**src/rtl/fps_pkg.sv**
```systemverilog
package fps_pkg;
  typedef enum logic [1:0] {
    OP_NONE = 2'd0,
    OP_WREN = 2'd1,
    OP_PROG = 2'd2,
    OP_RDSR = 2'd3
  } fps_op_e;

  typedef enum logic [2:0] {
    ST_IDLE,
    ST_WREN_GO,
    ST_WREN_WAIT,
    ST_PROG_GO,
    ST_PROG_WAIT,
    ST_POLL_GO,
    ST_POLL_WAIT
  } fps_state_e;
endpackage

```
**src/rtl/fps_chunk_calc.sv**
```systemverilog
module fps_chunk_calc #(
  parameter int LEN_W      = 16,
  parameter int PAGE_BYTES = 256,
  localparam int PG_W      = $clog2(PAGE_BYTES),
  localparam int CLEN_W    = PG_W + 1
) (
  input  logic [PG_W-1:0]   offset,
  input  logic [LEN_W-1:0]  remaining,
  output logic [CLEN_W-1:0] chunk
);
  logic [CLEN_W-1:0] room;

  always_comb begin
    room = CLEN_W'(PAGE_BYTES) - {1'b0, offset};
    if (remaining < LEN_W'(room)) chunk = remaining[CLEN_W-1:0];
    else                          chunk = room;
  end
endmodule

```
**src/rtl/fps_byte_gate.sv**
```systemverilog
module fps_byte_gate #(
  parameter int DATA_W = 8,
  parameter int CLEN_W = 9
) (
  input  logic              clk,
  input  logic              rst_n,
  input  logic              open,
  input  logic [CLEN_W-1:0] limit,
  input  logic              in_valid,
  output logic              in_ready,
  input  logic [DATA_W-1:0] in_data,
  output logic              fl_valid,
  input  logic              fl_ready,
  output logic [DATA_W-1:0] fl_data
);
  logic [CLEN_W-1:0] cnt_q;
  logic              pass;

  assign pass     = open && (cnt_q < limit);
  assign fl_valid = in_valid && pass;
  assign in_ready = fl_ready && pass;
  assign fl_data  = in_data;

  always_ff @(posedge clk or negedge rst_n) begin
    if (!rst_n)                   cnt_q <= '0;
    else if (!open)               cnt_q <= '0;
    else if (fl_valid && fl_ready) cnt_q <= cnt_q + 1'b1;
  end


  gate_count_bound_chk: assert property (@(posedge clk) disable iff (!rst_n)
    open |-> cnt_q <= limit);


  gate_closed_quiet_chk: assert property (@(posedge clk) disable iff (!rst_n)
    !open |-> !fl_valid && !in_ready);
endmodule

```
**src/rtl/flash_prog_seq.sv**
```systemverilog
module flash_prog_seq
  import fps_pkg::*;
#(
  parameter int ADDR_W     = 32,
  parameter int LEN_W      = 16,
  parameter int PAGE_BYTES = 256,
  parameter int DATA_W     = 8,
  localparam int PG_W      = $clog2(PAGE_BYTES),
  localparam int CLEN_W    = PG_W + 1
) (
  input  logic              clk,
  input  logic              rst_n,
  input  logic              req_start,
  input  logic [ADDR_W-1:0] req_addr,
  input  logic [LEN_W-1:0]  req_len,
  output logic              busy,
  output logic              done,
  output logic              cache_inval,
  output logic              cmd_start,
  output logic [1:0]        cmd_op,
  output logic [ADDR_W-1:0] cmd_addr,
  output logic [CLEN_W-1:0] cmd_len,
  input  logic              cmd_done,
  input  logic [7:0]        cmd_status,
  input  logic              in_valid,
  output logic              in_ready,
  input  logic [DATA_W-1:0] in_data,
  output logic              fl_valid,
  input  logic              fl_ready,
  output logic [DATA_W-1:0] fl_data
);
  fps_state_e        state_q;
  logic [ADDR_W-1:0] addr_q;
  logic [LEN_W-1:0]  rem_q;
  logic              done_q, inval_q;
  logic [CLEN_W-1:0] chunk;
  logic              prog_open;
  fps_op_e           op_w;

  fps_chunk_calc #(.LEN_W(LEN_W), .PAGE_BYTES(PAGE_BYTES)) u_calc (
    .offset    (addr_q[PG_W-1:0]),
    .remaining (rem_q),
    .chunk     (chunk)
  );

  assign prog_open = (state_q == ST_PROG_GO) || (state_q == ST_PROG_WAIT);

  fps_byte_gate #(.DATA_W(DATA_W), .CLEN_W(CLEN_W)) u_gate (
    .clk      (clk),
    .rst_n    (rst_n),
    .open     (prog_open),
    .limit    (chunk),
    .in_valid (in_valid),
    .in_ready (in_ready),
    .in_data  (in_data),
    .fl_valid (fl_valid),
    .fl_ready (fl_ready),
    .fl_data  (fl_data)
  );

  always_ff @(posedge clk or negedge rst_n) begin
    if (!rst_n) begin
      state_q <= ST_IDLE;
      addr_q  <= '0;
      rem_q   <= '0;
      done_q  <= 1'b0;
      inval_q <= 1'b0;
    end else begin
      done_q  <= 1'b0;
      inval_q <= 1'b0;
      unique case (state_q)
        ST_IDLE: if (req_start) begin
          if (req_len == '0) begin
            done_q <= 1'b1;
          end else begin
            addr_q  <= req_addr;
            rem_q   <= req_len;
            state_q <= ST_WREN_GO;
          end
        end
        ST_WREN_GO:   state_q <= ST_WREN_WAIT;
        ST_WREN_WAIT: if (cmd_done) state_q <= ST_PROG_GO;
        ST_PROG_GO:   state_q <= ST_PROG_WAIT;
        ST_PROG_WAIT: if (cmd_done) begin
          addr_q  <= addr_q + ADDR_W'(chunk);
          rem_q   <= rem_q - LEN_W'(chunk);
          state_q <= ST_POLL_GO;
        end
        ST_POLL_GO:   state_q <= ST_POLL_WAIT;
        ST_POLL_WAIT: if (cmd_done) begin
          if (cmd_status[0]) begin
            state_q <= ST_POLL_GO;
          end else if (rem_q == '0) begin
            state_q <= ST_IDLE;
            done_q  <= 1'b1;
            inval_q <= 1'b1;
          end else begin
            state_q <= ST_WREN_GO;
          end
        end
        default: state_q <= ST_IDLE;
      endcase
    end
  end

  always_comb begin
    unique case (state_q)
      ST_WREN_GO, ST_WREN_WAIT: op_w = OP_WREN;
      ST_PROG_GO, ST_PROG_WAIT: op_w = OP_PROG;
      ST_POLL_GO, ST_POLL_WAIT: op_w = OP_RDSR;
      default:                  op_w = OP_NONE;
    endcase
  end

  assign cmd_op      = op_w;
  assign cmd_start   = (state_q == ST_WREN_GO) || (state_q == ST_PROG_GO) ||
                       (state_q == ST_POLL_GO);
  assign cmd_addr    = (op_w == OP_RDSR) ? '0 : addr_q;
  assign cmd_len     = (op_w == OP_PROG) ? chunk :
                       (op_w == OP_RDSR) ? CLEN_W'(1) : '0;
  assign busy        = (state_q != ST_IDLE);
  assign done        = done_q;
  assign cache_inval = inval_q;

  logic [CLEN_W:0] prog_end;
  assign prog_end = {2'b00, cmd_addr[PG_W-1:0]} + {1'b0, cmd_len};


  cmd_strobe_single_chk: assert property (@(posedge clk) disable iff (!rst_n)
    cmd_start |=> !cmd_start);


  no_page_cross_chk: assert property (@(posedge clk) disable iff (!rst_n)
    (cmd_start && cmd_op == 2'd2) |-> (cmd_len != '0) && (prog_end <= (CLEN_W+1)'(PAGE_BYTES)));


  prog_after_wren_chk: assert property (@(posedge clk) disable iff (!rst_n)
    (cmd_start && cmd_op == 2'd2) |-> $past(state_q) == ST_WREN_WAIT);


  status_known_chk: assert property (@(posedge clk) disable iff (!rst_n)
    (cmd_done && state_q == ST_POLL_WAIT) |-> !$isunknown(cmd_status));


  inval_with_done_chk: assert property (@(posedge clk) disable iff (!rst_n)
    cache_inval |-> done && !busy);
endmodule

```
**config.mk**
```make
export PLATFORM = sky130hd
export DESIGN_NAME = flash_prog_seq
export DESIGN_NICKNAME = d
export VERILOG_FILES = /design/src/rtl/fps_pkg.sv /design/src/rtl/fps_chunk_calc.sv /design/src/rtl/fps_byte_gate.sv /design/src/rtl/flash_prog_seq.sv
export SDC_FILE = /design/constraint.sdc
export NUM_CORES = 1
export LEC_CHECK = 0
export ABC_CLOCK_PERIOD_IN_PS = 6000
export BUFFER_PORTS_ARGS = -buffer_cell sky130_fd_sc_hd__buf_4
export CAP_MARGIN = 20
export CORE_UTILIZATION = 39
export CTS_CLUSTER_DIAMETER = 150
export DETAILED_ROUTE_END_ITERATION = 8
export PLACE_DENSITY = 0.73
export SETUP_SLACK_MARGIN = 0.05
export SLEW_MARGIN = 20
export SYNTH_ARGS = -nofsm -noshare
export SYNTH_HDL_FRONTEND = slang
export SYNTH_SLANG_ARGS = --single-unit
```
**constraint.sdc**
```tcl
create_clock -name clk -period 6 [get_ports clk]
set_input_delay 0.3 -clock clk [delete_from_list [all_inputs] [get_ports clk]]
set_output_delay 0.3 -clock clk [all_outputs]
set_load 0.05 [all_outputs]
```
# Word-level counts from Yosys, hierarchy flattened
# Index checks and enable logic that the tools add are counted.
dict set report op_classes {
  addsub 4
  n_lt_le_gt_ge 2
  n_eq_ne 14
  muxes 30
  reduce_logical 17
}
# operator count
set ops {}
lappend ops {{2-to-1 mux 32 bit} 4}
lappend ops {{one-hot mux 32 bit (2 select lines)} 1}
lappend ops {{2-to-1 mux 16 bit} 3}
lappend ops {{2-to-1 mux 9 bit} 4}
lappend ops {{adder 32 x 9 -> 32 bit} 1}
lappend ops {{zero test 16 bit} 2}
lappend ops {{one-hot mux 16 bit (2 select lines)} 1}
lappend ops {{one-hot mux 3 bit (7 select lines)} 1}
lappend ops {{2-to-1 mux 3 bit} 6}
lappend ops {{less-than comparator 16 x 9 -> 1 bit} 1}
lappend ops {{subtractor 16 x 9 -> 16 bit} 1}
lappend ops {{!= test 2 bit (second input constant)} 6}
lappend ops {{adder 9 x 1 -> 9 bit (second input constant)} 1}
lappend ops {{equality test 3 bit (second input constant)} 3}
lappend ops {{less-than comparator 9 bit} 1}
lappend ops {{subtractor 9 x 8 -> 9 bit (first input constant)} 1}
lappend ops {{2-to-1 mux 1 bit} 8}
lappend ops {{equality test 3 x 2 -> 1 bit (second input constant)} 2}
lappend ops {{one-hot mux 2 bit (3 select lines)} 1}
lappend ops {{OR reduction 2 bit} 3}
lappend ops {{AND reduction 5 bit} 1}
lappend ops {{equality test 2 bit (second input constant)} 2}
lappend ops {{logical AND 1 bit} 4}
lappend ops {{AND reduction 4 bit} 1}
lappend ops {{other kinds (6)} 8}
dict set report word_totals {
  ff_bits 62
  in_bits 70
  out_inout_bits 57
  wordCells 73
}

# Depth between registers and ports, before layout
dict set report logic_depth {
  ltp_word 9
  depth_mapped 22
  ltp_nobuf 21
}

# Modules after synthesis
# Synthesis repeated with hierarchy kept, for this count alone.
dict set report unflattened {
  hier_cells 677
  hier_area_um2 5620.4
}
# mod instances cells_per_inst area_per_inst_um2 seq_area_each_um2
set modules_own_cells {}
lappend modules_own_cells {flash_prog_seq 1 530 4366.7 1326.3}
lappend modules_own_cells {fps_byte_gate 1 90 808.3 225.2}
lappend modules_own_cells {fps_chunk_calc 1 57 445.4 0.0}

# Worst setup path before layout
# OpenSTA, ideal clock, no wires.
dict set report synth_path {
  path_kind {flip-flop to flip-flop}
  from {register addr_q[5]}
  to {register addr_q[21]}
  setup_time_ns 0.104
  arrival_ns 4.708
  required_time_ns 5.896
  setup_slack_ns 1.188
  path_stages_with_launch 21
  n_path_buf 1
  period_less_slack_ns 4.812
  cell_sequence {dfrtp_1 > nor4_1 > nand2_1 > xor2_1 > inv_1 > ha_1 > a21oi_1 > o21ai_0 > o21ai_0 > and3_1 > clkbuf_1 > mux2i_1 > inv_1 > ha_1 > a21o_1 > a21oi_1 > o21ai_0 > a21o_1 > nand2_1 > or4b_2 > a221oi_1}
}
dict set report synth_between {
  elab_chain_cells 6
}
# element line_no
set synth_rtl {}
lappend synth_rtl {{start: declaration} flash_prog_seq.sv:33} ;# logic [ADDR_W-1:0] addr_q;
lappend synth_rtl {{start signal: assignment} flash_prog_seq.sv:76} ;# addr_q <= req_addr;
lappend synth_rtl {{start signal: assignment} flash_prog_seq.sv:85} ;# addr_q <= addr_q + ADDR_W'(chunk);
lappend synth_rtl {{subtractor 9 x 8 -> 9 bit} fps_chunk_calc.sv:14} ;# room = CLEN_W'(PAGE_BYTES) - {1'b0, offset};
lappend synth_rtl {{less-than comparator 16 x 9 -> 1 bit} fps_chunk_calc.sv:15} ;# if (remaining < LEN_W'(room)) chunk = remaining[CLEN_W-1:0];
lappend synth_rtl {{2-to-1 mux 9 bit} fps_chunk_calc.sv:15}
lappend synth_rtl {{adder 32 x 9 -> 32 bit (*)} flash_prog_seq.sv:85}
lappend synth_rtl {{2-to-1 mux 32 bit (*)} flash_prog_seq.sv:84} ;# ST_PROG_WAIT: if (cmd_done) begin
lappend synth_rtl {{one-hot mux 32 bit (2 select lines) (*)} flash_prog_seq.sv:71} ;# unique case (state_q)
# Mark *: on every way between the ends. The rest lies on a longest branch, timed or not. The select of a mux whose other input is x is not followed.
# A chain may end at the register's enable or synchronous reset.

# Final worst setup path
dict set report layout_path {
  from {register addr_q[0]}
  to {register addr_q[21]}
}
# Same word-level chain as after synthesis.

==> results.ini <==
[yosys]
synthesis.nets=800
synth_cell_type_count=65
syn_area_mm2=0.00540
ys_ff_latch=62
netlist_instances=692
syn_avg_cell_area_um2=7.80
netlist_top_cells_area=dfrtp_1 29%, ha_1 8.3%, a21oi_1 5.6%
synth_top_area_frac=0.287
synth-main-ff-cell=dfrtp_1
synth_common_cells=72 x nand2_1, 62 x dfrtp_1, 60 x a21oi_1
ys_warn_count=0
yosysMostFrequentCell=nand2_1
synth_top_area_cell=dfrtp_1
synth_edf_count=0
async_flop_share=1.00
ys_seq_area_frac=0.287

[routing]
first_pass_iters=5
drc=0
vias_per_cell=5.80
drt_wl_total_mm=15.8
drtIter0Drc=447
wire_per_inst_um=16.6
ant_nets=0
num_vias=5514

[clock_tree]
cts_inserted_buffers=9
cts_tree=built
clk-insertion-delay-late_ns=0.34
htreeDepth=3
cts_root_buf=clkbuf_16
cts_hold_repair.buffers=0
postCtsSetupBuffers=0
clkSlewWorstSetupHoldPaths_ns=0.06
cts.sinks=62
clk_path_buf_depth=2
cts_resized=0

[cells_and_area]
drive_above_1_share=0.190
fill_cells=1328
syn2layout_area_growth_pct=21.3
stdcell_area_mm2=0.00655
nNetsFinal=879
diodes=0

[sta]
timing.final.crit_share=0.884
finalMaxSlewViolations=0
worstMarginPinSlew_ns=0.833
fin_tns_setup_ns=0
final-hold-violation-count=0
slew_headroom=0.445
setup_ws_ns=0.693
fmax_ghz=0.188
rsz0062_at_grt=no
finClkSkew_ns=0.00658
finalSetupViolations=0
layout_min_cycle_time_ns=5.31

[worst_setup_path]
worstSetupStartpointType=flip-flop
r2r_start=addr_q[0]$_DFFE_PN0P_
criticalPathCategory=flip-flop to flip-flop
critical_path_peak_fanout=7
slowest_delay_ns=0.69
rrSetupSlack_ns=0.69
critPathSlowestCell=or4b_2
reg2reg_depth=18
worst_setup_path_end_kind=flip-flop
reg2reg_to=addr_q[21]$_DFFE_PN0P_
cp.arrival_ns=5.55
path_cells=inv_1, ha_1, nand2_1, nor3_1, inv_1, ha_1, nor4_1, and3_1, mux2i_1, inv_1, ha_1, a21o_1, a21oi_1, o21ai_0, a21o_1, nand2_1, or4b_2, a221oi_1
crit_required_ns=6.24

[global_routing]
antenna_found_initial=0
grt_overflow=0
grt_pass1_vias=5137
grt_max_degree=66
track_usage=0.229
grt_pass1_wl_mm=26.2

[placed_design]
dp_hpwl_mm=11.2
place_area_mm2=0.00628
place.gp.congestion=0.892
dp_slack_ns=0.752
io_buffers=103

[status]
outcome=complete, no violations

[worst_hold_path]
hold_class=input pin to async pin

[floorplanning]
coreArea_mm2=0.0133
dieArea_mm2=0.0143
fp.dieW_um=120
rows=42
num_io_pins=127
initial_core_util=0.404
fp.dieH_um=120

[flow_run]
maxCapViolCount=0

==> critical path: cells and delay by family, from the launching register on <==
| family | cells | cell delay (ns) |
|---|---|---|
| and+or+nand+nor | 6 | 1.96 |
| AOI/OAI and AO/OA | 5 | 1.04 |
| adders and majority gates | 3 | 0.72 |
| muxes | 1 | 0.61 |
| DFF | 1 | 0.46 |
| buffers and inverters | 3 | 0.43 |
==> worst max path at each step <==
stage | endpoint | start | cells after the start | slack (ns)
floorplan | addr_q[21]$_DFFE_PN0P_ | addr_q[5]$_DFFE_PN0P_ | 20 | 1.19
global placement | addr_q[21]$_DFFE_PN0P_ | addr_q[4]$_DFFE_PN0P_ | 17 | 0.87
detailed placement | addr_q[21]$_DFFE_PN0P_ | addr_q[0]$_DFFE_PN0P_ | 18 | 0.75
CTS | addr_q[21]$_DFFE_PN0P_ | addr_q[0]$_DFFE_PN0P_ | 18 | 0.75
global route | addr_q[21]$_DFFE_PN0P_ | addr_q[4]$_DFFE_PN0P_ | 17 | 0.23
finish | addr_q[21]$_DFFE_PN0P_ | addr_q[0]$_DFFE_PN0P_ | 18 | 0.69
==> layout make-up <==
cell class | instances | area, um^2 | share of cell area
clock buffer | 11 | 243 | 0.0371
clock inverter | 4 | 23.8 | 0.00363
inverter | 43 | 161 | 0.0247
multi-input combinational | 539 | 3480 | 0.531
sequential | 62 | 1550 | 0.237
tap | 176 | 220 | 0.0336
timing repair buffer | 116 | 871 | 0.133
==> routing by layer <==
metal | part of all wire | track usage | vias up
met3 | 0.056 | 0.0285 | 21
met5 | 0 | 0 | -
met4 | 0.019 | 0.0773 | 0
met1 | 0.49 | 0.336 | 2627
met2 | 0.44 | 0.345 | 176
li1 | - | - | 2690
==> flip-flops by register name, indices dropped and copies added (netlist names) <==
register / cells
state_q: 3
rem_q: 16
cache_inval: 1
u_gate.cnt_q: 9
done: 1
addr_q: 32
==> per-stage QoR <==
step / hold WS (ns) / cells / util
4_1_cts: 0.103 / 951 / 0.491
3_3_place_gp: 0.452 / 936 / 0.471
6_report: 0.0534 / 951 / 0.491
2_1_floorplan: 0.00441 / 692 / -
3_5_place_dp: 0.458 / 936 / 0.471
5_1_grt: 0.130 / 951 / 0.491
==> cells in the final DEF, fill, tap and decap left out, types with 5 or more instances in the layout <==
cell type	n
buf_4	116
nand2_1	72
dfrtp_1	62
a21oi_1	60
inv_1	43
nor2_1	43
o21ai_0	37
ha_1	36
nand3_1	33
and2_1	29
nor3_1	21
o211ai_1	21
nand4_1	13
nor4_1	13
mux2i_1	12
o22ai_1	10
clkbuf_16	9
xor2_1	8
a211oi_1	7
and3_1	7
or2_2	7
a21o_1	7
or3_1	6
a31oi_1	6
o311a_1	5
xnor2_1	5
nand2b_1	5
nor2b_1	5
o31ai_1	5
==> cell families (layout without fill, tap and decap cells) <==
group,count (synthesis),in the layout,share of synthesized area
XOR/XNOR,13,13,0.0211
flip-flops,62,62,0.287
adder cells (fa/ha/maj),38,38,0.0909
AO/OA/AOI/OAI,205,205,0.248
AND/OR/NAND/NOR,269,269,0.254
multiplexers,14,14,0.0264
buffers and inverters,91,174,0.0719
Power is left out: the tool's default activity adds up to more than one toggle a clock period on the data nets, which glitch-free logic cannot reach.
